--- src/rtl/dlalu_pkg.sv ---
package dlalu_pkg;

    localparam int OPC_W = 4;
    localparam int FN_W  = 6;
    localparam int CLS_W = 2;

    typedef enum logic [OPC_W-1:0] {
        OPC_AND = 4'b0000,
        OPC_OR  = 4'b0001,
        OPC_XOR = 4'b0010,
        OPC_NOR = 4'b0011,
        OPC_ADD = 4'b0110,
        OPC_SUB = 4'b1110,
        OPC_SLT = 4'b1111
    } opc_e;

    typedef enum logic [CLS_W-1:0] {
        CLS_MEM = 2'b00,
        CLS_BR  = 2'b01,
        CLS_FN  = 2'b10,
        CLS_RSV = 2'b11
    } cls_e;

    localparam logic [FN_W-1:0] FN_ADD = 6'b100000;
    localparam logic [FN_W-1:0] FN_SUB = 6'b100010;
    localparam logic [FN_W-1:0] FN_AND = 6'b100100;
    localparam logic [FN_W-1:0] FN_OR  = 6'b100101;
    localparam logic [FN_W-1:0] FN_XOR = 6'b100110;
    localparam logic [FN_W-1:0] FN_NOR = 6'b100111;
    localparam logic [FN_W-1:0] FN_SLT = 6'b101010;

    // Bit positions inside the operation code that the datapath decodes
    localparam int OPB_SUB   = 3;   // invert B and carry in one
    localparam int OPB_ARITH = 2;   // adder path rather than logic path
    localparam int OPB_SLT   = 0;   // within adder path: compare instead of sum

endpackage

--- src/rtl/dlalu_decode.sv ---
module dlalu_decode
    import dlalu_pkg::*;
(
    input  logic [CLS_W-1:0] op_class,
    input  logic [FN_W-1:0]  fn_field,
    output logic [OPC_W-1:0] op_code
);

    opc_e fn_code;

    // Second level: function field
    always_comb begin
        unique case (fn_field)
            FN_ADD:  fn_code = OPC_ADD;
            FN_SUB:  fn_code = OPC_SUB;
            FN_AND:  fn_code = OPC_AND;
            FN_OR:   fn_code = OPC_OR;
            FN_XOR:  fn_code = OPC_XOR;
            FN_NOR:  fn_code = OPC_NOR;
            FN_SLT:  fn_code = OPC_SLT;
            default: fn_code = OPC_ADD;
        endcase
    end

    // First level: operation class
    always_comb begin
        unique case (cls_e'(op_class))
            CLS_MEM: op_code = OPC_ADD;
            CLS_BR:  op_code = OPC_SUB;
            CLS_FN:  op_code = fn_code;
            default: op_code = OPC_ADD;
        endcase
    end

endmodule

--- src/rtl/dlalu_logic.sv ---
module dlalu_logic #(
    parameter int WIDTH = 32
) (
    input  logic [WIDTH-1:0] a,
    input  logic [WIDTH-1:0] b,
    input  logic [1:0]       sel,
    output logic [WIDTH-1:0] y
);

    for (genvar i = 0; i < WIDTH; i++) begin : g_bit
        logic bit_or;
        assign bit_or = a[i] | b[i];
        always_comb begin
            unique case (sel)
                2'b00:   y[i] = a[i] & b[i];
                2'b01:   y[i] = bit_or;
                2'b10:   y[i] = a[i] ^ b[i];
                default: y[i] = ~bit_or;
            endcase
        end
    end

endmodule

--- src/rtl/dlalu_arith.sv ---
module dlalu_arith #(
    parameter int WIDTH = 32
) (
    input  logic [WIDTH-1:0] a,
    input  logic [WIDTH-1:0] b,
    input  logic             sub,
    output logic [WIDTH-1:0] sum,
    output logic             ovf,
    output logic             lt
);

    localparam int MSB = WIDTH - 1;

    logic [WIDTH-1:0] b_eff;
    logic [WIDTH:0]   full;

    assign b_eff = sub ? ~b : b;
    assign full  = {1'b0, a} + {1'b0, b_eff} + {{WIDTH{1'b0}}, sub};
    assign sum   = full[MSB:0];

    // Same-signed inputs to the adder giving a differently signed sum
    assign ovf = (a[MSB] == b_eff[MSB]) && (sum[MSB] != a[MSB]);

    // Signed less-than: sign of difference, flipped when it overflowed
    assign lt = sum[MSB] ^ ovf;

endmodule

--- src/rtl/dlalu_top.sv ---
module dlalu_top
    import dlalu_pkg::*;
#(
    parameter int WIDTH = 32
) (
    input  logic [1:0]       op_class,
    input  logic [5:0]       fn_field,
    input  logic [WIDTH-1:0] opnd_a,
    input  logic [WIDTH-1:0] opnd_b,
    output logic [WIDTH-1:0] alu_result,
    output logic             alu_zero,
    output logic             alu_ovf,
    output logic [3:0]       op_code
);

    logic [OPC_W-1:0] code;
    logic [WIDTH-1:0] logic_y;
    logic [WIDTH-1:0] arith_y;
    logic             arith_ovf;
    logic             arith_lt;

    dlalu_decode u_decode (
        .op_class (op_class),
        .fn_field (fn_field),
        .op_code  (code)
    );

    dlalu_logic #(.WIDTH(WIDTH)) u_logic (
        .a   (opnd_a),
        .b   (opnd_b),
        .sel (code[1:0]),
        .y   (logic_y)
    );

    dlalu_arith #(.WIDTH(WIDTH)) u_arith (
        .a   (opnd_a),
        .b   (opnd_b),
        .sub (code[OPB_SUB]),
        .sum (arith_y),
        .ovf (arith_ovf),
        .lt  (arith_lt)
    );

    always_comb begin
        if (!code[OPB_ARITH]) begin
            alu_result = logic_y;
        end else if (code[OPB_SLT]) begin
            alu_result = {{(WIDTH-1){1'b0}}, arith_lt};
        end else begin
            alu_result = arith_y;
        end
    end

    assign alu_ovf  = arith_ovf & code[OPB_ARITH] & ~code[OPB_SLT];
    assign alu_zero = ~|alu_result;
    assign op_code  = code;

endmodule

--- config.mk ---
export PLATFORM = sky130hd
export DESIGN_NAME = dlalu_top
export DESIGN_NICKNAME = d
export VERILOG_FILES = /design/src/rtl/dlalu_pkg.sv /design/src/rtl/dlalu_decode.sv /design/src/rtl/dlalu_logic.sv /design/src/rtl/dlalu_arith.sv /design/src/rtl/dlalu_top.sv
export SDC_FILE = /design/constraint.sdc
export NUM_CORES = 1
export LEC_CHECK = 0
export CAP_MARGIN = 15
export CORE_MARGIN = 1
export CORE_UTILIZATION = 45
export DETAILED_ROUTE_END_ITERATION = 6
export GPL_ROUTABILITY_DRIVEN = 0
export PLACE_DENSITY = 0.72
export SLEW_MARGIN = 20
export SYNTH_ARGS = -nofsm -noshare
export SYNTH_HDL_FRONTEND = slang
export SYNTH_HIERARCHICAL = 1
export SYNTH_SLANG_ARGS = --single-unit
--- constraint.sdc ---
create_clock -name vclk -period 14.3
set_clock_uncertainty 0.15 [all_clocks]
set_input_delay 2.145 -clock vclk [all_inputs]
set_output_delay 2.145 -clock vclk [all_outputs]
set_load 0.05 [all_outputs]
# After elaboration in Yosys (flattened, before gate mapping)
# Index checks and enable logic that the tools add are counted.
# W data, S select, Z words.
[classes] n_addsub=2 eq_ne=12 muxes=37 n_bitwise=133 n_reduce_logical=4
[op_table] cell="$mux W32" count=3
[op_table] cell="$pmux W1 S3" count=32
[op_table] cell="$eq A6 B6 Y1 const B" count=6
[op_table] cell="$and A1 B1 Y1" count=34
[op_table] cell="$not A1 Y1" count=33
[op_table] cell="$xor A1 B1 Y1" count=33
[op_table] cell="$add A32 B1 Y32" count=1
[op_table] cell="$add A32 B32 Y32" count=1
[op_table] cell="$not A32 Y32" count=1
[op_table] cell="$or A1 B1 Y1" count=32
[op_table] cell="$reduce_or A32 Y1" count=1
[op_table] cell="$pmux W4 S6" count=1
[op_table] cell="$pmux W4 S2" count=1
[op_table] cell="$eq A2 B1 Y1 const B" count=2
[op_table] cell="$eq A2 B2 Y1 const B" count=2
[op_table] cell="$logic_not A2 Y1" count=1
[op_table] cell="$eq A1 B1 Y1" count=1
[op_table] cell="$logic_and A1 B1 Y1" count=1
[op_table] cell="$logic_not A1 Y1" count=1
[op_table] cell="$ne A1 B1 Y1" count=1
[totals] register_bits=0 in_bits=72 out_inout_bits=38 elab_cells=188

# Depth between registers and ports, before layout
[depth] depth_word=13 depth_mapped=20 ltp_nobuf=18

# Hierarchy
# Netlist, hierarchy kept.
[modules_own_cells] mod="dlalu_logic" instances=1 cells_each=306 area_each_um2=2265.9 seq_area_each_um2=0.0
[modules_own_cells] mod="dlalu_arith" instances=1 cells_each=292 area_each_um2=2049.5 seq_area_each_um2=0.0
[modules_own_cells] mod="dlalu_top" instances=1 cells_each=128 area_each_um2=648.1 seq_area_each_um2=0.0
[modules_own_cells] mod="dlalu_decode" instances=1 cells_each=17 area_each_um2=123.9 seq_area_each_um2=0.0

# Least setup slack after synthesis
# OpenSTA, ideal clock, no wires.
[synth_timing] path_type="input to output" start="input op_class[0]" end="output alu_zero" arrival_time_ns=7.416 required_time_ns=12.005 slack_ns=4.589 cell_stages=19 n_path_buf=2 cell_sequence="inv_1 ha_1 nand4bb_1 o22ai_1 buf_2 clkbuf_1 xor2_1 ha_1 a22o_1 or4_4 o2111ai_1 nand3b_1 a21oi_2 o21bai_1 xnor2_1 nor4_1 and4_1 nand4_1 a211oi_2"
[synth_between] elab_cells_between_ends=49 classes_between="add/sub: 2; eq/ne: 6; mux: 36; bitwise: 1; reduce/logical: 4"
[synth_rtl] element="start, declared" line="dlalu_top.sv:6" rtl="input logic [1:0] op_class,"
[synth_rtl] element="$eq A2 B2 Y1 / $eq A2 B1 Y1 (equally long branches)" line="dlalu_decode.sv:27" rtl="unique case (cls_e'(op_class))"
[synth_rtl] element="$pmux W4 S2 *" line="dlalu_decode.sv:27"
[synth_rtl] element="net op_code[3]" line="dlalu_top.sv:13" rtl="output logic [3:0] op_code"
[synth_rtl] element="$mux W32" line="dlalu_arith.sv:17" rtl="assign b_eff = sub ? ~b : b;"
[synth_rtl] element="$add A32 B32 Y32" line="dlalu_arith.sv:18" rtl="assign full = {1'b0, a} + {1'b0, b_eff} + {{WIDTH{1'b0}}, sub};"
[synth_rtl] element="$add A32 B1 Y32 *" line="dlalu_arith.sv:18"
[synth_rtl] element="net arith_y[27]" line="dlalu_top.sv:18" rtl="logic [WIDTH-1:0] arith_y;"
[synth_rtl] element="$mux W32 *" line="dlalu_top.sv:47" rtl="end else if (code[OPB_SLT]) begin"
[synth_rtl] element="$mux W32 *" line="dlalu_top.sv:45" rtl="if (!code[OPB_ARITH]) begin"
[synth_rtl] element="$reduce_or A32 Y1 *" line="dlalu_top.sv:55" rtl="assign alu_zero = ~|alu_result;"
[synth_rtl] element="$logic_not A1 Y1 *" line="dlalu_top.sv:55"
[synth_rtl] element="end, declared" line="dlalu_top.sv:11" rtl="output logic alu_zero,"
# Mark *: on every way through the listed nets, which the timed path passes. The rest lies on a longest branch.

# Final worst setup path
[layout_timing] start="input op_class[0]" end="output alu_zero"
[layout_between] elab_cells_between_ends=49 classes_between="add/sub: 2; eq/ne: 6; mux: 36; bitwise: 1; reduce/logical: 4"
[layout_rtl] element="$eq A2 B2 Y1 / $eq A2 B1 Y1 (equally long branches)" line="dlalu_decode.sv:27"
[layout_rtl] element="$pmux W4 S2 *" line="dlalu_decode.sv:27"
[layout_rtl] element="$mux W32" line="dlalu_arith.sv:17"
[layout_rtl] element="$add A32 B32 Y32" line="dlalu_arith.sv:18"
[layout_rtl] element="$add A32 B1 Y32 *" line="dlalu_arith.sv:18"
[layout_rtl] element="net arith_y[27]" line="dlalu_top.sv:18"
[layout_rtl] element="$mux W32 *" line="dlalu_top.sv:47"
[layout_rtl] element="$mux W32 *" line="dlalu_top.sv:45"
[layout_rtl] element="$reduce_or A32 Y1 *" line="dlalu_top.sv:55"
[layout_rtl] element="$logic_not A1 Y1 *" line="dlalu_top.sv:55"
# Marks and branches as above.

==> impl_metrics.py <==
metrics = {
    "status": {
        "status": "finished clean",
    },
    "global_route": {
        "gr-usage-all-layers_pct": 23.4,
        "grt_overflow_total": 0,
        "grt_antenna_before_repair": 0,
        "grt_pass1_vias": 5108,
        "grt_start_max_net_pins": 103,
        "grt_pass1_wl_um": 22900,
    },
    "cells_and_area": {
        "design.seq.count": 0,
        "nets": 991,
        "fillers": 1109,
        "final_common_cell": "inv_1",
        "n_clock_buffer": 0,
        "final_cell_mix": "inv_1, nand2_1, clkdlybuf4s50_1",
        "diodes": 0,
        "layout-drive-gt1-share_pct": 6.59,
        "seq_area_um2": 0,
        "utilization_pct": 56.5,
        "syn2layout_area_growth_pct": 21.5,
    },
    "floorplanning": {
        "core_um2": 10900,
        "start_util_pct": 46.5,
        "dieArea_um2": 11700,
        "io_pins": 110,
        "num_rows": 38,
        "dieHeight_um": 108,
        "die_w_um": 108,
    },
    "power": {
        "power.leakage_nw": 2.99,
        "clockPowerShare_pct": 0,
        "pwr-share-comb_pct": 100.0,
        "powerDensity_nw_per_um2": 72.5,
        "p_int_w": 0.000165,
        "seq_power_share_pct": 0,
        "p_switching_w": 0.000284,
        "switching_share_pct": 63.3,
        "irDropWorstVdd_mv": 0.0561,
    },
    "clocking": {
        "cts_hold_buffers": 0,
        "cts-resized-gates": 0,
        "cts_setup_buffers": 0,
    },
    "yosys": {
        "netlist_instances": 743,
        "syn-num-nets": 912,
        "synth_warnings": 6,
        "synth.cell_area_um2": 5090,
        "ys_seq_area_share_pct": 0,
        "synth_cell_types": 67,
        "synth_area_per_cell_um2": 6.85,
    },
    "place": {
        "hpwl_um": 11500,
        "port_buffers": 110,
    },
    "timing": {
        "fin_crit_sh_pct": 72.0,
        "min_period_ns": 10.29,
        "maxSlewViolCount": 0,
        "max-slew-margin-rel_pct": 43.5,
        "tightest_slew_ns": 0.847,
        "final-setup-viol-count": 0,
        "grt_setup_unrepaired": "false",
        "fin_setup_tns_ns": 0,
        "hold_viol_final": 0,
        "fmax_ghz": 0.0971,
    },
    "detailed_routing": {
        "wl_per_cell_um": 14.8,
        "vias": 5345,
        "drc_errors": 0,
        "drtPass1Iterations": 5,
        "first_iter_violations": 412,
        "avgViaCountPerCell": 5.57,
        "routed_wl_um": 14200,
        "ant_nets": 0,
    },
    "worst_hold_path": {
        "hold_path.class": "input pin to output port",
    },
    "worst_setup_path": {
        "cp_data_arrival_time_ns": 8.00,
        "end_kind": "output port",
        "crit_type": "input pin to output port",
        "crit_required_ns": 12.01,
        "cpPeakStageDelay_ns": 0.85,
        "path_cells": "clkdlybuf4s50_1 > inv_1 > ha_1 > nand4bb_1 > o22ai_4 > buf_4 > xor2_1 > ha_1 > a22o_1 > or4_4 > o2111ai_1 > nand3b_1 > a21oi_2 > o21bai_1 > xnor2_1 > nor4_1 > and4_1 > nand4_1 > a211oi_2 > clkdlybuf4s50_1",
        "cpMaxStageDelayCell": "clkdlybuf4s50_1",
        "cp_max_fo": 33,
        "start_kind": "input pin",
    },
    "run": {
        "cap_violations": 0,
    },
}
-- kinds of logic (layout without fill, tap and decap cells) --
kind of cell | Yosys count | in the layout | synth area share (%)
muxes | 31 | 31 | 8.95
AOI/OAI and AO/OA | 200 | 200 | 23.7
and+or+nand+nor | 197 | 197 | 18.9
xor gates and xnor gates | 62 | 62 | 10.7
adders and majority gates | 97 | 97 | 24.0
buffers and inverters | 156 | 233 | 13.8
-- synth_stat cells (all sizes together), types with 3 or more instances --
master	count	area share (%)
o21bai	10	1.5
a31oi	6	0.98
nor2b	8	1.4
xnor2	18	3.1
clkbuf	19	1.8
nor2	15	1.1
a21o	4	0.59
a211oi	4	0.69
nand2	112	8.3
nand3	3	0.30
o21a	4	0.59
ha	96	24
o21ai	113	11
buf	19	3.3
xor2	44	7.6
mux2	29	8.6
inv	118	8.7
a22oi	3	0.44
o211ai	3	0.54
a21oi	33	3.4
a2bb2oi	3	0.52
nand3b	5	0.74
nor4	11	1.5
nor3	15	1.5
nand4	13	1.6
-- per-layer routing --
metal	part of all wire, %	global-route usage (%)	vias to the layer above
met5	0	0	-
met4	1.3	3.76	0
met3	5.4	1.02	18
met2	47	42.1	184
met1	46	31.0	2477
li1	-	-	2666
-- metrics by stage --
step | std cells | instance area, um2 | worst slack [ns] | power [W] | hold slack, ns
2_1_floorplan | 743 | 5090 | 4.59 | 0.000306 | 4.49
3_3_place_gp | 960 | 6180 | 4.30 | 0.000436 | 5.65
3_5_place_dp | 960 | 6180 | 4.07 | 0.000443 | 5.66
4_1_cts | 960 | 6180 | 4.06 | 0.000445 | 5.67
5_1_grt | 960 | 6180 | 3.55 | 0.000481 | 5.74
6_report | 960 | 6180 | 4.01 | 0.000448 | 5.68
-- worst paths after layout --
kind                        start  endpoint  slack (ns)  depth (start not counted)
worst max-delay path  op_class[0]  alu_zero        4.01                         20
worst min-delay path   opnd_a[31]   alu_ovf        5.68                          5
-- power groups by stage --
stage | clock network, W | logic [W] | registers [W]
floorplan | 0 | 0.000306 | 0
global placement | 0 | 0.000436 | 0
detailed placement | 0 | 0.000443 | 0
CTS | 0 | 0.000445 | 0
global route | 0 | 0.000481 | 0
finish | 0 | 0.000448 | 0
-- area by class of cell --
class / instances / area [um2] / share of cell area, %
inverters: 118 / 443 / 7.17
repair buffers: 115 / 1140 / 18.5
multi-input cells: 587 / 4420 / 71.5
well taps: 140 / 175 / 2.83
-- worst max-delay path: cells and delay by family --
kind	cells	cell delay, ns
compound gates	6	1.31
xor+xnor	2	0.39
fa+ha+maj	2	0.68
buf+inv	4	1.87
simple gates	6	1.55
No activity file was read; power rests on OpenSTA's default activity.
